$ cat src/rtl/kc_pkg.sv
package kc_pkg;
  localparam int unsigned ACT_W   = 2;
  localparam int unsigned ACT_RST = 0;
  localparam int unsigned ACT_IRQ = 1;
endpackage

$ cat src/rtl/kc_match.sv
module kc_match #(
  parameter int unsigned NUM_KEYS = 5
) (
  input  logic [NUM_KEYS-1:0] keys_i,
  input  logic [NUM_KEYS-1:0] sel_mask_i,
  output logic                held_o
);
  logic [NUM_KEYS-1:0] hit;

  for (genvar i = 0; i < NUM_KEYS; i++) begin : g_key
    assign hit[i] = keys_i[i] | ~sel_mask_i[i];
  end

  // empty mask disables the detector
  assign held_o = (|sel_mask_i) & (&hit);
endmodule

$ cat src/rtl/kc_hold_timer.sv
module kc_hold_timer #(
  parameter int unsigned HOLD_W = 16
) (
  input  logic              clk_i,
  input  logic              rst_ni,
  input  logic              tick_i,
  input  logic              held_i,
  input  logic [HOLD_W-1:0] hold_ticks_i,
  output logic              det_o
);
  localparam int unsigned CW = HOLD_W + 1;

  logic [HOLD_W-1:0] cnt_q;
  logic              fired_q;
  logic              det_q;
  logic [CW-1:0]     cnt_nxt;

  assign cnt_nxt = {1'b0, cnt_q} + CW'(1);

  always_ff @(posedge clk_i or negedge rst_ni) begin
    if (!rst_ni) begin
      cnt_q   <= '0;
      fired_q <= 1'b0;
      det_q   <= 1'b0;
    end else begin
      det_q <= 1'b0;
      if (!held_i) begin
        cnt_q   <= '0;
        fired_q <= 1'b0;
      end else if (tick_i && !fired_q) begin
        if (cnt_nxt >= {1'b0, hold_ticks_i}) begin
          fired_q <= 1'b1;
          det_q   <= 1'b1;
          cnt_q   <= '0;
        end else begin
          cnt_q <= cnt_nxt[HOLD_W-1:0];
        end
      end
    end
  end

  assign det_o = det_q;
endmodule

$ cat src/rtl/kc_pulse_gen.sv
module kc_pulse_gen #(
  parameter int unsigned PULSE_W = 16
) (
  input  logic               clk_i,
  input  logic               rst_ni,
  input  logic               tick_i,
  input  logic               load_i,
  input  logic [PULSE_W-1:0] width_i,
  output logic               pulse_no
);
  logic [PULSE_W-1:0] rem_q;

  always_ff @(posedge clk_i or negedge rst_ni) begin
    if (!rst_ni) begin
      rem_q <= '0;
    end else if (load_i) begin
      rem_q <= width_i;
    end else if (tick_i && rem_q != '0) begin
      rem_q <= rem_q - PULSE_W'(1);
    end
  end

  assign pulse_no = (rem_q == '0);
endmodule

$ cat src/rtl/kc_combo_reset.sv
module kc_combo_reset
  import kc_pkg::*;
#(
  parameter int unsigned NUM_KEYS = 5,
  parameter int unsigned HOLD_W   = 16,
  parameter int unsigned PULSE_W  = 16
) (
  input  logic                clk_i,
  input  logic                rst_ni,
  input  logic                tick_i,
  input  logic [NUM_KEYS-1:0] keys_i,
  input  logic [NUM_KEYS-1:0] sel_mask_i,
  input  logic [HOLD_W-1:0]   hold_ticks_i,
  input  logic [ACT_W-1:0]    act_en_i,
  input  logic [PULSE_W-1:0]  pulse_ticks_i,
  input  logic                irq_clr_i,
  output logic                ext_rst_no,
  output logic                irq_status_o,
  output logic                det_o
);
  logic held;
  logic det;
  logic irq_q;

  kc_match #(.NUM_KEYS(NUM_KEYS)) u_match (
    .keys_i     (keys_i),
    .sel_mask_i (sel_mask_i),
    .held_o     (held)
  );

  kc_hold_timer #(.HOLD_W(HOLD_W)) u_timer (
    .clk_i        (clk_i),
    .rst_ni       (rst_ni),
    .tick_i       (tick_i),
    .held_i       (held),
    .hold_ticks_i (hold_ticks_i),
    .det_o        (det)
  );

  kc_pulse_gen #(.PULSE_W(PULSE_W)) u_pulse (
    .clk_i    (clk_i),
    .rst_ni   (rst_ni),
    .tick_i   (tick_i),
    .load_i   (det & act_en_i[ACT_RST]),
    .width_i  (pulse_ticks_i),
    .pulse_no (ext_rst_no)
  );

  // set wins over clear
  always_ff @(posedge clk_i or negedge rst_ni) begin
    if (!rst_ni)                      irq_q <= 1'b0;
    else if (det && act_en_i[ACT_IRQ]) irq_q <= 1'b1;
    else if (irq_clr_i)               irq_q <= 1'b0;
  end

  assign irq_status_o = irq_q;
  assign det_o        = det;
endmodule

$ cat config.mk
export PLATFORM = sky130hd
export DESIGN_NAME = kc_combo_reset
export DESIGN_NICKNAME = d
export VERILOG_FILES = /design/src/rtl/kc_pkg.sv /design/src/rtl/kc_match.sv /design/src/rtl/kc_hold_timer.sv /design/src/rtl/kc_pulse_gen.sv /design/src/rtl/kc_combo_reset.sv
export SDC_FILE = /design/constraint.sdc
export NUM_CORES = 1
export LEC_CHECK = 0
export BUFFER_PORTS_ARGS = -buffer_cell sky130_fd_sc_hd__buf_2
export CAP_MARGIN = 20
export CORE_MARGIN = 3
export CORE_UTILIZATION = 60
export DETAILED_ROUTE_END_ITERATION = 7
export GPL_ROUTABILITY_DRIVEN = 0
export PLACE_DENSITY = 0.95
export SETUP_SLACK_MARGIN = 0.05
export SYNTH_ARGS = -nofsm -noshare
export SYNTH_HDL_FRONTEND = slang
export SYNTH_SLANG_ARGS = --single-unit
$ cat constraint.sdc
create_clock -name clk_i -period 6.92 [get_ports clk_i]
set_input_delay 1.038 -clock clk_i [delete_from_list [all_inputs] [get_ports clk_i]]
set_output_delay 1.038 -clock clk_i [all_outputs]
set_load 0.01 [all_outputs]
==> results of run 1 <==
==> how the worst max path moves through the flow <==
stage,startpoint,end,slack [ns],cells after the start
floorplan,u_timer.cnt_q[0]$_DFFE_PN0P_,u_timer.cnt_q[10]$_DFFE_PN0P_,3.85,14
finish,u_timer.cnt_q[0]$_DFFE_PN0P_,u_timer.cnt_q[5]$_DFFE_PN0P_,3.04,13
global route,u_timer.cnt_q[0]$_DFFE_PN0P_,u_timer.cnt_q[14]$_DFFE_PN0P_,2.79,13
CTS,u_timer.cnt_q[0]$_DFFE_PN0P_,u_timer.cnt_q[5]$_DFFE_PN0P_,3.13,13
detailed placement,u_timer.cnt_q[0]$_DFFE_PN0P_,u_timer.cnt_q[14]$_DFFE_PN0P_,3.16,13
global placement,u_timer.cnt_q[0]$_DFFE_PN0P_,u_timer.cnt_q[14]$_DFFE_PN0P_,3.40,13
==> report_power, final <==
group | internal (mW) | switching (mW) | leakage [nW]
clock network | 0.107 | 0.0771 | 0.0581
registers | 0.249 | 0.0524 | 0.466
logic | 0.0880 | 0.0896 | 0.882
total | 0.444 | 0.219 | 1.41
==> sequential cells by signal, summed over array words and instances (netlist names) <==
name and count:
irq_status_o 1, u_pulse.rem_q 16, u_timer.cnt_q 16, u_timer.det_o 1, u_timer.fired_q 1
==> kinds of logic (layout without fill, tap and decap cells) <==
kind of cell	count (synthesis)	count (layout)	share of synthesized area
AND/OR/NAND/NOR	115	115	0.261
AO/OA/AOI/OAI	55	55	0.142
buffers and inverters	38	84	0.0614
flip-flops	35	35	0.349
XOR/XNOR	24	24	0.0838
adder cells (fa/ha/maj)	18	18	0.0898
multiplexers	3	3	0.0125
==> layer usage <==
metal	GRT usage	up-vias	wire, µm
met3	0.0568	15	394
met1	0.286	1056	2370
met4	0.0898	0	123
met2	0.391	111	2740
li1	-	1118	-
met5	0	-	0
==> per-stage QoR <==
step / utilization / hold WS (ns) / area [µm²] / setup WS (ns) / cells
after global placement: 0.717 / 0.499 / 2760 / 3.40 / 373
after global routing: 0.748 / 0.562 / 2880 / 2.79 / 382
after detailed placement: 0.717 / 0.524 / 2760 / 3.16 / 373
final: 0.748 / 0.527 / 2880 / 3.04 / 382
after CTS: 0.746 / 0.536 / 2880 / 3.13 / 381
after floorplan: - / 0.507 / 2510 / 3.85 / 288
==> area by class of cell <==
type | instances | area, µm² | share of cell area
Multi-Input combinational cell | 215 | 1480 | 0.515
Inverter | 25 | 93.8 | 0.0325
Clock buffer | 5 | 68.8 | 0.0239
Tap cell | 48 | 60.1 | 0.0208
Sequential cell | 35 | 876 | 0.304
Clock inverter | 3 | 43.8 | 0.0152
Timing Repair Buffer | 51 | 258 | 0.0894
==> tightest hold or removal path, delay by kind of cell (launching register included) <==
kind | cells | cell delay, ns
AND/OR/NAND/NOR | 1 | 0.05
flip-flops | 1 | 0.38
AO/OA/AOI/OAI | 1 | 0.06
==> layout by cell type (no fill, tap or decap), types with 10 or more instances in the layout <==
master   synthesis  layout
ha_1            18      18
xor2_1          10      10
buf_2            6      50
nand2_1         21      21
inv_1           25      25
nor2_1          28      28
a21oi_1         23      23
nand3_1         13      13
xnor2_1         14      14
dfrtp_1         35      35
==> metrics.txt, run 1 <==
hpwl dp just over 4 mm; CP required about 7 ns; TritonCTS clock tree built; 1st-pass router iterations 4; clk buf depth 2; Max-Cap Viols 0; post-CTS sizing 0; wire per inst ~15 µm; Crit Path Max Fanout 21; Hold Path Origin u_timer.det_o$_DFF_PN0_; number of fill cells 274; Cell Chain, Critical Path ha_1, nand4_1, nor3_1, nand3_1, nand2_1, nand2_1, ha_1, and4_1, and4_1, a221oi_1, o21a_1, a41oi_1, o21ai_0; Cell variety after synth 44; Layout Area Growth over Synthesis 15.0%; share of flip-flops with an asynchronous set or reset 1.00; hold_buf cts 0; ant diodes 0; Mapped Avg Cell Area ~8.7 µm²; Crit Reg-Reg Startpoint u_timer.cnt_q[0]$_DFFE_PN0P_; PortBufs 50; top cells by area, synth dfrtp_1, ha_1, xnor2_1; Max Slew Vio Count 0; Final TNS setup 0 ns; outcome finished, final reports clean; Post-synth EDFFs 0; via/cell ratio between 6 and 7; Pwr Density approximately 230 nW/µm²; CP startpoint kind register; Yosys top cell area share 0.349; Slew headroom 0.412; first-pass GRT wire length roughly 9.4 mm; # setup viols final 0; largest net degree at the start of global routing 36; Yosys top cell by area dfrtp_1; routed vias 2300; worst skew pair latency roughly 0.29 ns; WL final 5.62 mm; CP max-delay cell o21a_1; Tot GR Track Use 0.232; Die H approximately 70 µm; total power 663 µW; post-route antenna net violation count 0; most frequent cells after synthesis dfrtp_1, nor2_1, inv_1; leak pwr about 1.4 nW; top_reg_cell synth dfrtp_1; io pins 51; critical path class register to register; Worst Path Arrival approximately 4.1 ns; crit path buf inv count 0; Tightest Pin Transition just under 0.9 ns; clock sink count 35; Residual DRC 0; CP endpoint kind register; postcts setup bufs 0; Worst R2R Setup Slack 3.04 ns; die area approximately 5000 µm²; Mapped Nets 354; Hold Crit Depth 2; fin crit period 3.88 ns; #FFs+latches synth 35; Core ar. roughly 3900 µm²; RSZ-0062 raised after global routing no; Hold Path Sink irq_status_o$_DFFE_PN0P_; Die X ~71 µm; # rows 22; Tcrit/Tclk final 0.561; worst clock skew about 0.007 ns; vias in the first global route between 2000 and 2500; FF-to-FF path depth 13; YS warnings 0; initial antenna violation count 0; # H-tree levels 2; r2r endpoint u_timer.cnt_q[5]$_DFFE_PN0P_; Fmax ~260 MHz; layout cells sized above 1 0.213; CP top delay family simple AND/OR/NAND/NOR gates; net total in the final layout 399; peak supply drop a little over 0.2 mV; clk root buf clkbuf_8; Reg clk slew, reported paths 0.07 ns; Final Hold Viols 0; slowest stage delay, CP roughly 0.64 ns; Cells after Synth between 200 and 300; count leader, synth dfrtp_1; total gr overflow 0; CTS buffer count 5; worst hold path class register to register; Cell Area, Synth 2510 µm²; Initial Utilization 0.651; drt initial violations around 170; sequential area share after synthesis 0.349
Note: power is estimated with default switching activity, not from simulation.
==> run 2: changes to the inputs <==
--- a/config.mk
+++ b/config.mk
@@ -5,13 +5,14 @@
 export SDC_FILE = /design/constraint.sdc
 export NUM_CORES = 1
 export LEC_CHECK = 0
+export ABC_AREA = 1
 export BUFFER_PORTS_ARGS = -buffer_cell sky130_fd_sc_hd__buf_2
 export CAP_MARGIN = 20
 export CORE_MARGIN = 3
-export CORE_UTILIZATION = 60
+export CORE_UTILIZATION = 56
 export DETAILED_ROUTE_END_ITERATION = 7
 export GPL_ROUTABILITY_DRIVEN = 0
-export PLACE_DENSITY = 0.95
+export PLACE_DENSITY = 0.92
 export SETUP_SLACK_MARGIN = 0.05
 export SYNTH_ARGS = -nofsm -noshare
 export SYNTH_HDL_FRONTEND = slang
==> constraint.sdc (replaced) <==
create_clock -name clk_i -period 4 [get_ports clk_i]
set_input_delay 0.6 -clock clk_i [delete_from_list [all_inputs] [get_ports clk_i]]
set_output_delay 0.6 -clock clk_i [all_outputs]
set_load 0.01 [all_outputs]
==> metrics.txt, run 2 <==
outcome finished, final reports clean; Sw Share 0.355; #FFs+latches synth 35; Cells after Synth ~400; count leader, synth nand2_1; Final WS setup 0.719 ns; Fmax about 300 MHz; Core ar. approximately 4600 µm²; Cell Area, Synth 2780 µm²; worst clock skew between 0.003 and 0.004 ns; clk root buf clkbuf_8; CP required 4.21 ns; switching power 363 µW; WL met2 roughly 3.1 mm; YS warnings 0; Layout Area Growth over Synthesis 13.6%; top_reg_cell synth dfrtp_1; via/cell ratio between 5 and 6; CP top delay family simple AND/OR/NAND/NOR gates; initial antenna violation count 0; biggest regs u_pulse.rem_q x16, u_timer.cnt_q x16; Sequential Power Share 0.451; Final Hold Viols 0; Tcrit/Tclk final 0.820; Die H 76.4 µm; routed vias ~2600; Cell variety after synth 29; 1st-pass router iterations 5; fin crit period 3.28 ns; ant diodes 0; sequential area share after synthesis 0.315; Max-Cap Viols 0; hpwl dp about 4.9 mm; wire per inst between 10 and 15 µm; net total in the final layout 517; share of flip-flops with an asynchronous set or reset 1.00; first-pass GRT wire length 11.0 mm; Residual DRC 0; Crit Reg-Reg Startpoint u_timer.cnt_q[0]$_DFFE_PN0P_; CTS buffer count 5; post-route antenna net violation count 0; hold_buf cts 0; clock sink count 35; drt initial violations 213; postcts setup bufs 0; Post-synth EDFFs 0; vias in the first global route 2573; most frequent cells after synthesis nand2_1, inv_1, nor2_1; CP Launch Point u_timer.cnt_q[0]$_DFFE_PN0P_; clk buf depth 2; Worst Path Arrival approximately 3.5 ns; RSZ-0062 raised after global routing no; CP endpoint kind register; most common cell after layout, fill and taps aside nand2_1; met1 wire length roughly 2.8 mm; worst hold path class input port to asynchronous set/reset pin; # H-tree levels 2; die area a little under 6000 µm²; Final TNS setup 0 ns; critical path class register to register; Yosys top cell by area dfrtp_1; worst skew pair latency just under 0.3 ns; clock share of power 0.257; pre-CTS setup slack 0.806 ns; routed wl met3 around 410 µm; leak pwr 1.72 nW; Slew headroom 0.482; CP max-delay cell dfrtp_1; CP startpoint kind register; Crit Path Max Fanout 12; peak supply drop 0.169 mV; layout cells sized above 1 0.193; crit path buf inv count 2; Initial Utilization 0.608; post-CTS sizing 0; Max Slew Vio Count 0; io pins 51; WL final about 6.4 mm; Mapped Avg Cell Area a little under 7 µm²; slowest stage delay, CP 0.45 ns; Pint about 660 µW; most frequent cells in the layout nand2_1, inv_1, buf_2, nor2_1, dfrtp_1; Die X roughly 76 µm; # setup viols final 0; largest net degree at the start of global routing 36; # rows 24; top cells by area, synth dfrtp_1, nand2_1, ha_1; number of fill cells a little under 400; uppermost layer routed met4; Pwr Density 325 nW/µm²; Cell Chain, Critical Path ha_1, nand3_4, nor3_1, nand2_1, nor2_1, xor2_1, inv_1, ha_1, nand2_1, inv_1, nand2_1, nor2_1, nand2_1, nand3_1, nand2_1, nand2_2, nor2_4, nand2_2, o21ai_0; Tot GR Track Use 0.227; Tightest Pin Transition roughly 0.78 ns; Reg clk slew, reported paths 0.07 ns; Worst path most repeated cell nand2_1; Yosys top cell area share 0.315; total gr overflow 0; Mapped Nets between 400 and 500; PortBufs 50; combinational power share 0.292; TritonCTS clock tree built
-- run 2: changes by cell type after synthesis, moves of 11 or more --
cell,delta
nand3_1,+14
inv_1,+34
nor2_1,+13
o21ai_2,+11
nand2_1,+100
a21oi_1,-14
-- run 2: final timing paths --
check	slack [ns]	to	cells after the start
max in group asynchronous	3.12	u_pulse.rem_q[5]$_DFFE_PN0P_	1
max reg2reg	0.72	u_timer.cnt_q[2]$_DFFE_PN0P_	19
max	0.72	u_timer.cnt_q[2]$_DFFE_PN0P_	19
min in group clk_i	0.49	u_pulse.rem_q[13]$_DFFE_PN0P_	2
min	0.38	u_timer.cnt_q[6]$_DFFE_PN0P_	1
min reg2reg	0.49	u_pulse.rem_q[13]$_DFFE_PN0P_	2
-- run 2: stage by stage --
stage	hold WS [ns]	util	std cells	instance area [µm²]	power, mW
after floorplan	0.304	-	401	2780	0.680
after global placement	0.478	0.669	508	3050	0.743
after detailed placement	0.474	0.669	508	3050	0.760
after CTS	0.417	0.688	515	3140	1.02
after global routing	0.461	0.691	516	3150	1.11
final	0.384	0.691	516	3150	1.02
-- run 2: cell type report --
class / count / area, µm² / share of cell area
timing repair buffer: 51 / 262 / 0.0829
inverter: 59 / 221 / 0.0702
clock inverter: 1 / 5.00 / 0.00159
clock buffer: 6 / 82.6 / 0.0262
multi-input combinational: 299 / 1630 / 0.515
tap: 65 / 81.3 / 0.0258
sequential: 35 / 876 / 0.278
-- run 2: cell families after synthesis --
group / Yosys count / synth area share
buffers and inverters: 67 / 0.0991
and+or+nand+nor: 218 / 0.347
muxes: 1 / 0.00361
adders and majority gates: 18 / 0.0811
DFF: 35 / 0.315
AOI/OAI and AO/OA: 45 / 0.100
xor gates and xnor gates: 17 / 0.0536
-- run 2: metal layers --
metal	global-route usage	up-vias
li1	-	1360
met1	0.286	1163
met2	0.388	98
met3	0.0461	13
met4	0.0779	0
met5	0	-
-- run 2: power groups by stage --
stage	clock (mW)	combinational, mW	sequential (mW)
floorplan	0	0.225	0.455
global placement	0	0.278	0.465
detailed placement	0	0.292	0.468
CTS	0.265	0.297	0.461
global route	0.283	0.354	0.471
finish	0.263	0.299	0.462
